<file path="src/rtl/isort_pkg.sv">
package isort_pkg;

    typedef enum logic [1:0] {
        O_IDLE  = 2'd0,
        O_FETCH = 2'd1,
        O_WAIT  = 2'd2,
        O_PLACE = 2'd3
    } outer_state_e;

    typedef enum logic {
        I_IDLE = 1'b0,
        I_RUN  = 1'b1
    } inner_state_e;

    typedef enum logic [1:0] {
        WR_NONE  = 2'd0,
        WR_LOAD  = 2'd1,
        WR_SHIFT = 2'd2,
        WR_PLACE = 2'd3
    } wr_src_e;

    function automatic wr_src_e pick_writer(input logic sh, input logic pl, input logic ld);
        if (sh)      return WR_SHIFT;
        else if (pl) return WR_PLACE;
        else if (ld) return WR_LOAD;
        else         return WR_NONE;
    endfunction

endpackage

</file>
<file path="src/rtl/isort_regfile.sv">
module isort_regfile #(
    parameter int N  = 8,
    parameter int DW = 8,
    parameter int AW = $clog2(N)
) (
    input  logic          clk,
    input  logic          rst,
    input  logic          we,
    input  logic [AW-1:0] waddr,
    input  logic [DW-1:0] wdata,
    input  logic [AW-1:0] raddr_a,
    output logic [DW-1:0] rdata_a,
    input  logic [AW-1:0] raddr_b,
    output logic [DW-1:0] rdata_b,
    input  logic [AW-1:0] raddr_c,
    output logic [DW-1:0] rdata_c
);
    logic [DW-1:0] mem [N];

    for (genvar g = 0; g < N; g++) begin : g_slot
        always_ff @(posedge clk) begin
            if (rst)
                mem[g] <= '0;
            else if (we && waddr == AW'(g))
                mem[g] <= wdata;
        end
    end

    assign rdata_a = mem[raddr_a];
    assign rdata_b = mem[raddr_b];
    assign rdata_c = mem[raddr_c];
endmodule

</file>
<file path="src/rtl/isort_inner_fsm.sv">
module isort_inner_fsm
    import isort_pkg::*;
#(
    parameter int N  = 8,
    parameter int DW = 8,
    parameter int AW = $clog2(N)
) (
    input  logic          clk,
    input  logic          rst,
    input  logic          go,
    input  logic [AW-1:0] base,
    input  logic [DW-1:0] key,
    output logic [AW-1:0] probe_addr,
    input  logic [DW-1:0] probe_val,
    output logic          sh_we,
    output logic [AW-1:0] sh_addr,
    output logic [DW-1:0] sh_data,
    output logic          fin,
    output logic [AW-1:0] gap_addr
);
    inner_state_e     st;
    logic signed [AW:0] idx;
    logic             larger;
    logic             running;

    assign running    = (st == I_RUN);
    assign probe_addr = idx[AW-1:0];
    assign larger     = key < probe_val;
    assign sh_we      = running && larger;
    assign sh_addr    = AW'(idx + 1);
    assign sh_data    = probe_val;
    assign fin        = running && (!larger || idx == '0);
    assign gap_addr   = AW'(idx + 1);

    always_ff @(posedge clk) begin
        if (rst) begin
            st  <= I_IDLE;
            idx <= '0;
        end else begin
            case (st)
                I_IDLE: if (go) begin
                    st  <= I_RUN;
                    idx <= $signed({1'b0, base});
                end
                I_RUN: begin
                    if (larger) idx <= idx - 1;
                    if (fin)    st  <= I_IDLE;
                end
                default: st <= I_IDLE;
            endcase
        end
    end


    inner_go_idle_chk: assert property (@(posedge clk) disable iff (rst)
        go |-> st == I_IDLE);


    inner_idx_range_chk: assert property (@(posedge clk) disable iff (rst)
        running |-> idx >= 0);
endmodule

</file>
<file path="src/rtl/isort_outer_fsm.sv">
module isort_outer_fsm
    import isort_pkg::*;
#(
    parameter int N  = 8,
    parameter int DW = 8,
    parameter int AW = $clog2(N)
) (
    input  logic          clk,
    input  logic          rst,
    input  logic          start,
    input  logic          inner_fin,
    input  logic [AW-1:0] gap_addr,
    output logic [AW-1:0] fetch_addr,
    input  logic [DW-1:0] fetch_val,
    output logic          go,
    output logic [AW-1:0] base,
    output logic [DW-1:0] key,
    output logic          pl_we,
    output logic [AW-1:0] pl_addr,
    output logic [DW-1:0] pl_data,
    output logic          busy,
    output logic          done
);
    localparam logic [AW:0] LAST = (AW+1)'(N - 1);

    outer_state_e st;
    logic [AW:0]  j;

    assign busy       = (st != O_IDLE);
    assign fetch_addr = j[AW-1:0];
    assign base       = AW'(j - 1);
    assign go         = (st == O_FETCH);
    assign pl_we      = (st == O_PLACE);
    assign pl_addr    = gap_addr;
    assign pl_data    = key;

    always_ff @(posedge clk) begin
        if (rst) begin
            st   <= O_IDLE;
            j    <= '0;
            key  <= '0;
            done <= 1'b0;
        end else begin
            done <= 1'b0;
            case (st)
                O_IDLE: if (start) begin
                    st <= O_FETCH;
                    j  <= (AW+1)'(1);
                end
                O_FETCH: begin
                    key <= fetch_val;
                    st  <= O_WAIT;
                end
                O_WAIT: if (inner_fin) st <= O_PLACE;
                O_PLACE: begin
                    if (j == LAST) begin
                        st   <= O_IDLE;
                        done <= 1'b1;
                    end else begin
                        j  <= j + 1;
                        st <= O_FETCH;
                    end
                end
                default: st <= O_IDLE;
            endcase
        end
    end


    done_idle_chk: assert property (@(posedge clk) disable iff (rst)
        done |-> !busy);


    done_pulse_chk: assert property (@(posedge clk) disable iff (rst)
        done |=> !done);


    place_after_fin_chk: assert property (@(posedge clk) disable iff (rst)
        (st == O_PLACE) |-> $past(inner_fin));
endmodule

</file>
<file path="src/rtl/isort_top.sv">
module isort_top
    import isort_pkg::*;
#(
    parameter int N  = 8,
    parameter int DW = 8,
    parameter int AW = $clog2(N)
) (
    input  logic          clk,
    input  logic          rst,
    input  logic          load_en,
    input  logic [AW-1:0] load_addr,
    input  logic [DW-1:0] load_data,
    input  logic          start,
    output logic          busy,
    output logic          done,
    input  logic [AW-1:0] rd_addr,
    output logic [DW-1:0] rd_data
);
    logic          go, inner_fin, sh_we, pl_we, ld_we, we;
    logic [AW-1:0] base, gap_addr, fetch_addr, probe_addr, sh_addr, pl_addr, waddr;
    logic [DW-1:0] key, fetch_val, probe_val, sh_data, pl_data, wdata;
    wr_src_e       src;

    assign ld_we = load_en && !busy;
    assign src   = pick_writer(sh_we, pl_we, ld_we);

    always_comb begin
        we    = 1'b1;
        waddr = load_addr;
        wdata = load_data;
        case (src)
            WR_SHIFT: begin waddr = sh_addr; wdata = sh_data; end
            WR_PLACE: begin waddr = pl_addr; wdata = pl_data; end
            WR_LOAD:  begin waddr = load_addr; wdata = load_data; end
            default:  we = 1'b0;
        endcase
    end

    isort_regfile #(.N(N), .DW(DW), .AW(AW)) u_rf (
        .clk(clk), .rst(rst), .we(we), .waddr(waddr), .wdata(wdata),
        .raddr_a(fetch_addr), .rdata_a(fetch_val),
        .raddr_b(probe_addr), .rdata_b(probe_val),
        .raddr_c(rd_addr),    .rdata_c(rd_data)
    );

    isort_outer_fsm #(.N(N), .DW(DW), .AW(AW)) u_outer (
        .clk(clk), .rst(rst), .start(start), .inner_fin(inner_fin),
        .gap_addr(gap_addr), .fetch_addr(fetch_addr), .fetch_val(fetch_val),
        .go(go), .base(base), .key(key), .pl_we(pl_we), .pl_addr(pl_addr),
        .pl_data(pl_data), .busy(busy), .done(done)
    );

    isort_inner_fsm #(.N(N), .DW(DW), .AW(AW)) u_inner (
        .clk(clk), .rst(rst), .go(go), .base(base), .key(key),
        .probe_addr(probe_addr), .probe_val(probe_val), .sh_we(sh_we),
        .sh_addr(sh_addr), .sh_data(sh_data), .fin(inner_fin), .gap_addr(gap_addr)
    );


    one_writer_chk: assert property (@(posedge clk) disable iff (rst)
        $onehot0({sh_we, pl_we, ld_we}));


    load_blocked_chk: assert property (@(posedge clk) disable iff (rst)
        (busy && load_en) |=> busy || done);
endmodule

</file>
<file path="config.mk">
export PLATFORM = sky130hd
export DESIGN_NAME = isort_top
export DESIGN_NICKNAME = d
export VERILOG_FILES = /design/src/rtl/isort_pkg.sv /design/src/rtl/isort_regfile.sv /design/src/rtl/isort_inner_fsm.sv /design/src/rtl/isort_outer_fsm.sv /design/src/rtl/isort_top.sv
export SDC_FILE = /design/constraint.sdc
export NUM_CORES = 1
export LEC_CHECK = 0
export CORE_MARGIN = 8
export CORE_UTILIZATION = 55
export DETAILED_ROUTE_END_ITERATION = 7
export PLACE_DENSITY = 0.87
export SYNTH_ARGS = -nofsm -noshare
export SYNTH_HDL_FRONTEND = slang
export SYNTH_SLANG_ARGS = --single-unit
</file>
<file path="constraint.sdc">
create_clock -name clk -period 3.4 [get_ports clk]
set_input_delay 0.34 -clock clk [delete_from_list [all_inputs] [get_ports clk]]
set_output_delay 0.34 -clock clk [all_outputs]
set_load 0.02 [all_outputs]
</file>
==> key figures <==
Clock network
  • Clock sinks: 87
  • TritonCTS buffer count: 9
  • CTS max path bufs: 2
  • H-tree levels: 3
  • Reg clk slew, reported paths: 0.09 ns
  • Root Driver: clkbuf_8
  • TritonCTS clock tree: built
  • Clk_lat worst skew: 0.37 ns

Critical path
  • Worst-path cell chain: buf_12, mux4_2, mux2i_2, ha_1, a21oi_1, o21ai_2, nor3_4, or2_1, buf_4, o32a_4, nand2b_4, buf_12
  • Reg2Reg Depth: 12
  • Critical path buffers and inverters: 3
  • CP max FO: 8
  • Setup crit end kind: flop
  • Cell class contributing the biggest share of worst-path delay: multiplexers
  • WP data arrival: 3.41 ns
  • CP peak stage delay: 0.55 ns
  • CP max stage cell: mux4_2
  • Crit path launch type: flop
  • CP required: 3.49 ns
  • Crit Path Category: reg2reg
  • Stages on the worst setup path: 12
  • R2R Setup Slk: 0.08 ns
  • Crit path top cell by count: buf_12
  • Reg-to-Reg End: u_rf.mem[4][2]

Drt
  • Met2 wire len: 6940 µm
  • Routed metal-1 wirelength: around 5500 µm
  • Avg WL per Cell: 22.9 µm
  • Vias per cell: between 6 and 7
  • Total Wirelength: 14,200 µm
  • Antenna viol nets, final: 0
  • Vias post-DR: 4,018
  • DRC violations left: 0
  • Uppermost layer routed: met4
  • Detailed Routing Iterations Pass 1: 5
  • Drt initial violations: just under 500
  • WL met3: 1410 µm

Floorplanning
  • Core box area: 9770 µm²
  • Chip width: 116 µm
  • DIE HEIGHT: roughly 120 µm
  • Starting Density: 56.6%
  • Num ports: 28
  • Die ar.: 13,500 µm²
  • FP Rows: 36

Finish
  • Layout net count: slightly above 500
  • Fraction of layout cells with a size suffix above 1: 30.9%
  • Multi-input logic area: between 3000 and 4000 µm²
  • FF+latch area: 2390 µm²
  • Final Non-Filler Cells: 619
  • Most frequent cells in the layout: edfxtp_1 (64), mux4_2 (48), nor2_1 (39)
  • Fillers: 649
  • Most common cell after layout, fill and taps aside: edfxtp_1
  • Antenna diodes: 0
  • Layout area overhead: 17.9%

Synth
  • Synthesized flop and latch total: 87
  • Post-synth cell types: between 50 and 60
  • Number of synthesis warnings: 0
  • Synth area leader: edfxtp_1
  • Sequential area share after synthesis: between 40 and 50%
  • Syn Inst Count: 434
  • Post-synth EDFFs: between 60 and 70
  • Top_reg_cell synth: edfxtp_1
  • Async S/R FF share, synth: 0%
  • Area share of the largest cell type after synthesis: roughly a third
  • Mapped Area: 5530 µm²
  • Syn Area/Cell: 12.7 µm²
  • Mapped Nets: 467
  • Area contributors post-synth: edfxtp_1 (35%), mux4_2 (20%), dfxtp_1 (8.3%), nor2b_1 (3.7%), ha_1 (3.4%)

Timing
  • Final Cycle Share: approximately 100%
  • Clock skew: 0.0124 ns
  • Hold slack: 0.477 ns
  • Final min period: about 3.3 ns
  • Slew Limit Fails: 0
  • Worst relative slew slack: 42.2%
  • Max Clock Freq: 301 MHz
  • Worst-Margin Slew: 0.864 ns
  • Endpoints failing setup: 0
  • Final Hold Viols: 0

Power and ir drop
  • Static power due to leakage: 2.26 nW
  • Max VDD drop: 0.000389 V
  • PD cells: between 700 and 800 nW/µm²

Hold path
  • Min-Delay Endpoint: u_inner.idx[3]
  • Hold path startpoint: u_inner.idx[3]
  • Hold Crit Depth: 1
  • Worst min path class: reg2reg

Placed design
  • GP Congestion: 0.887
  • Buffers on Ports: 27
  • HPWL after DPL: 10,400 µm
  • Inst Count DP: 600

Global route
  • All-Layer GR Usage: 21.0%
  • GRT overflow: 0
  • First-pass GRT wire length: 21,400 µm
  • Vias in the first global route: 3,874
  • Initial antenna violation count: 0
  • Largest net degree at the start of global routing: 25

Job
  • Max-cap violations: 0

Outcome
  • Status: completed
-- final cells by class --
class	count	area share, %
inverters	10	0.576
flip-flops and latches	87	36.6
repair buffers	63	9.44
clock buffers	9	1.90
multi-input cells	310	47.6
well taps	133	2.55
clock inverters	7	1.32
-- what timing repair did --
action	in CTS	in global routing
setup endpoints to repair	82	130
hold endpoints to repair	0	0
pin swaps	0	3
hold buffers	0	0
gates cloned	0	1
gates resized for setup	4	29
buffers inserted	1	2
-- through the flow --
stage	util, %	total power, mW	cell area [µm²]	setup TNS [ns]	worst slack (ns)
after floorplan	-	3.15	5550	0	0.0150
after global placement	62.7	3.73	6130	0	0.0602
after detailed placement	62.7	3.82	6130	-0.392	-0.0210
after CTS	65.1	4.61	6360	-0.242	-0.0162
after global routing	66.7	5.12	6520	-2.02	-0.0493
final	66.7	4.89	6520	0	0.0793
-- layer usage --
metal  GRT usage, %  up-vias
met5              0        -
met4           8.30        0
met3           5.17       37
met2           33.5      259
met1           27.1     1971
li1               -     1751
-- cells in the mapped netlist, types with 9 or more instances --
| library cell | n |
|---|---|
| ha_1 | 15 |
| nor2b_1 | 33 |
| edfxtp_1 | 64 |
| nor2_1 | 40 |
| nand2_1 | 26 |
| mux2_2 | 12 |
| and2_1 | 28 |
| dfxtp_1 | 23 |
| inv_1 | 9 |
| a311oi_1 | 9 |
| a21oi_1 | 10 |
| nand2b_1 | 9 |
| mux2i_1 | 16 |
| mux4_2 | 48 |
| clkbuf_1 | 17 |
-- state kept, by name, indices dropped and copies added (netlist names), named ones only --
signal,flops
u_inner.running,1
u_outer.j,4
u_outer.st,2
u_outer.key,8
u_outer.done,1
u_rf.mem,64
u_inner.idx,4
-- worst max-delay path by stage --
stage / startpoint / slack (ns) / to
6_report: flop / 0.08 / u_rf.mem[4][2]
5_1_grt: flop / -0.05 / u_rf.mem[1][0]
4_1_cts: flop / -0.02 / u_rf.mem[4][1]
3_5_place_dp: flop / -0.02 / u_rf.mem[0][4]
3_3_place_gp: flop / 0.06 / u_rf.mem[0][1]
2_1_floorplan: flop / 0.01 / u_rf.mem[2][2]
-- cells by family after synthesis --
kind of cell	Yosys count	share of synthesized area, %
buffers and inverters	37	2.96
xor gates and xnor gates	4	0.634
AOI/OAI and AO/OA	54	8.76
muxes	80	26.1
and+or+nand+nor	157	15.1
adders and majority gates	15	3.39
DFF	87	43.1
-- power breakdown --
group / switching [mW] / internal, mW / leakage, nW
sequential: 0.243 / 1.38 / 0.855
clock: 0.408 / 0.359 / 0.110
combinational: 1.28 / 1.21 / 1.29
Power figures use the tool's default switching activity.
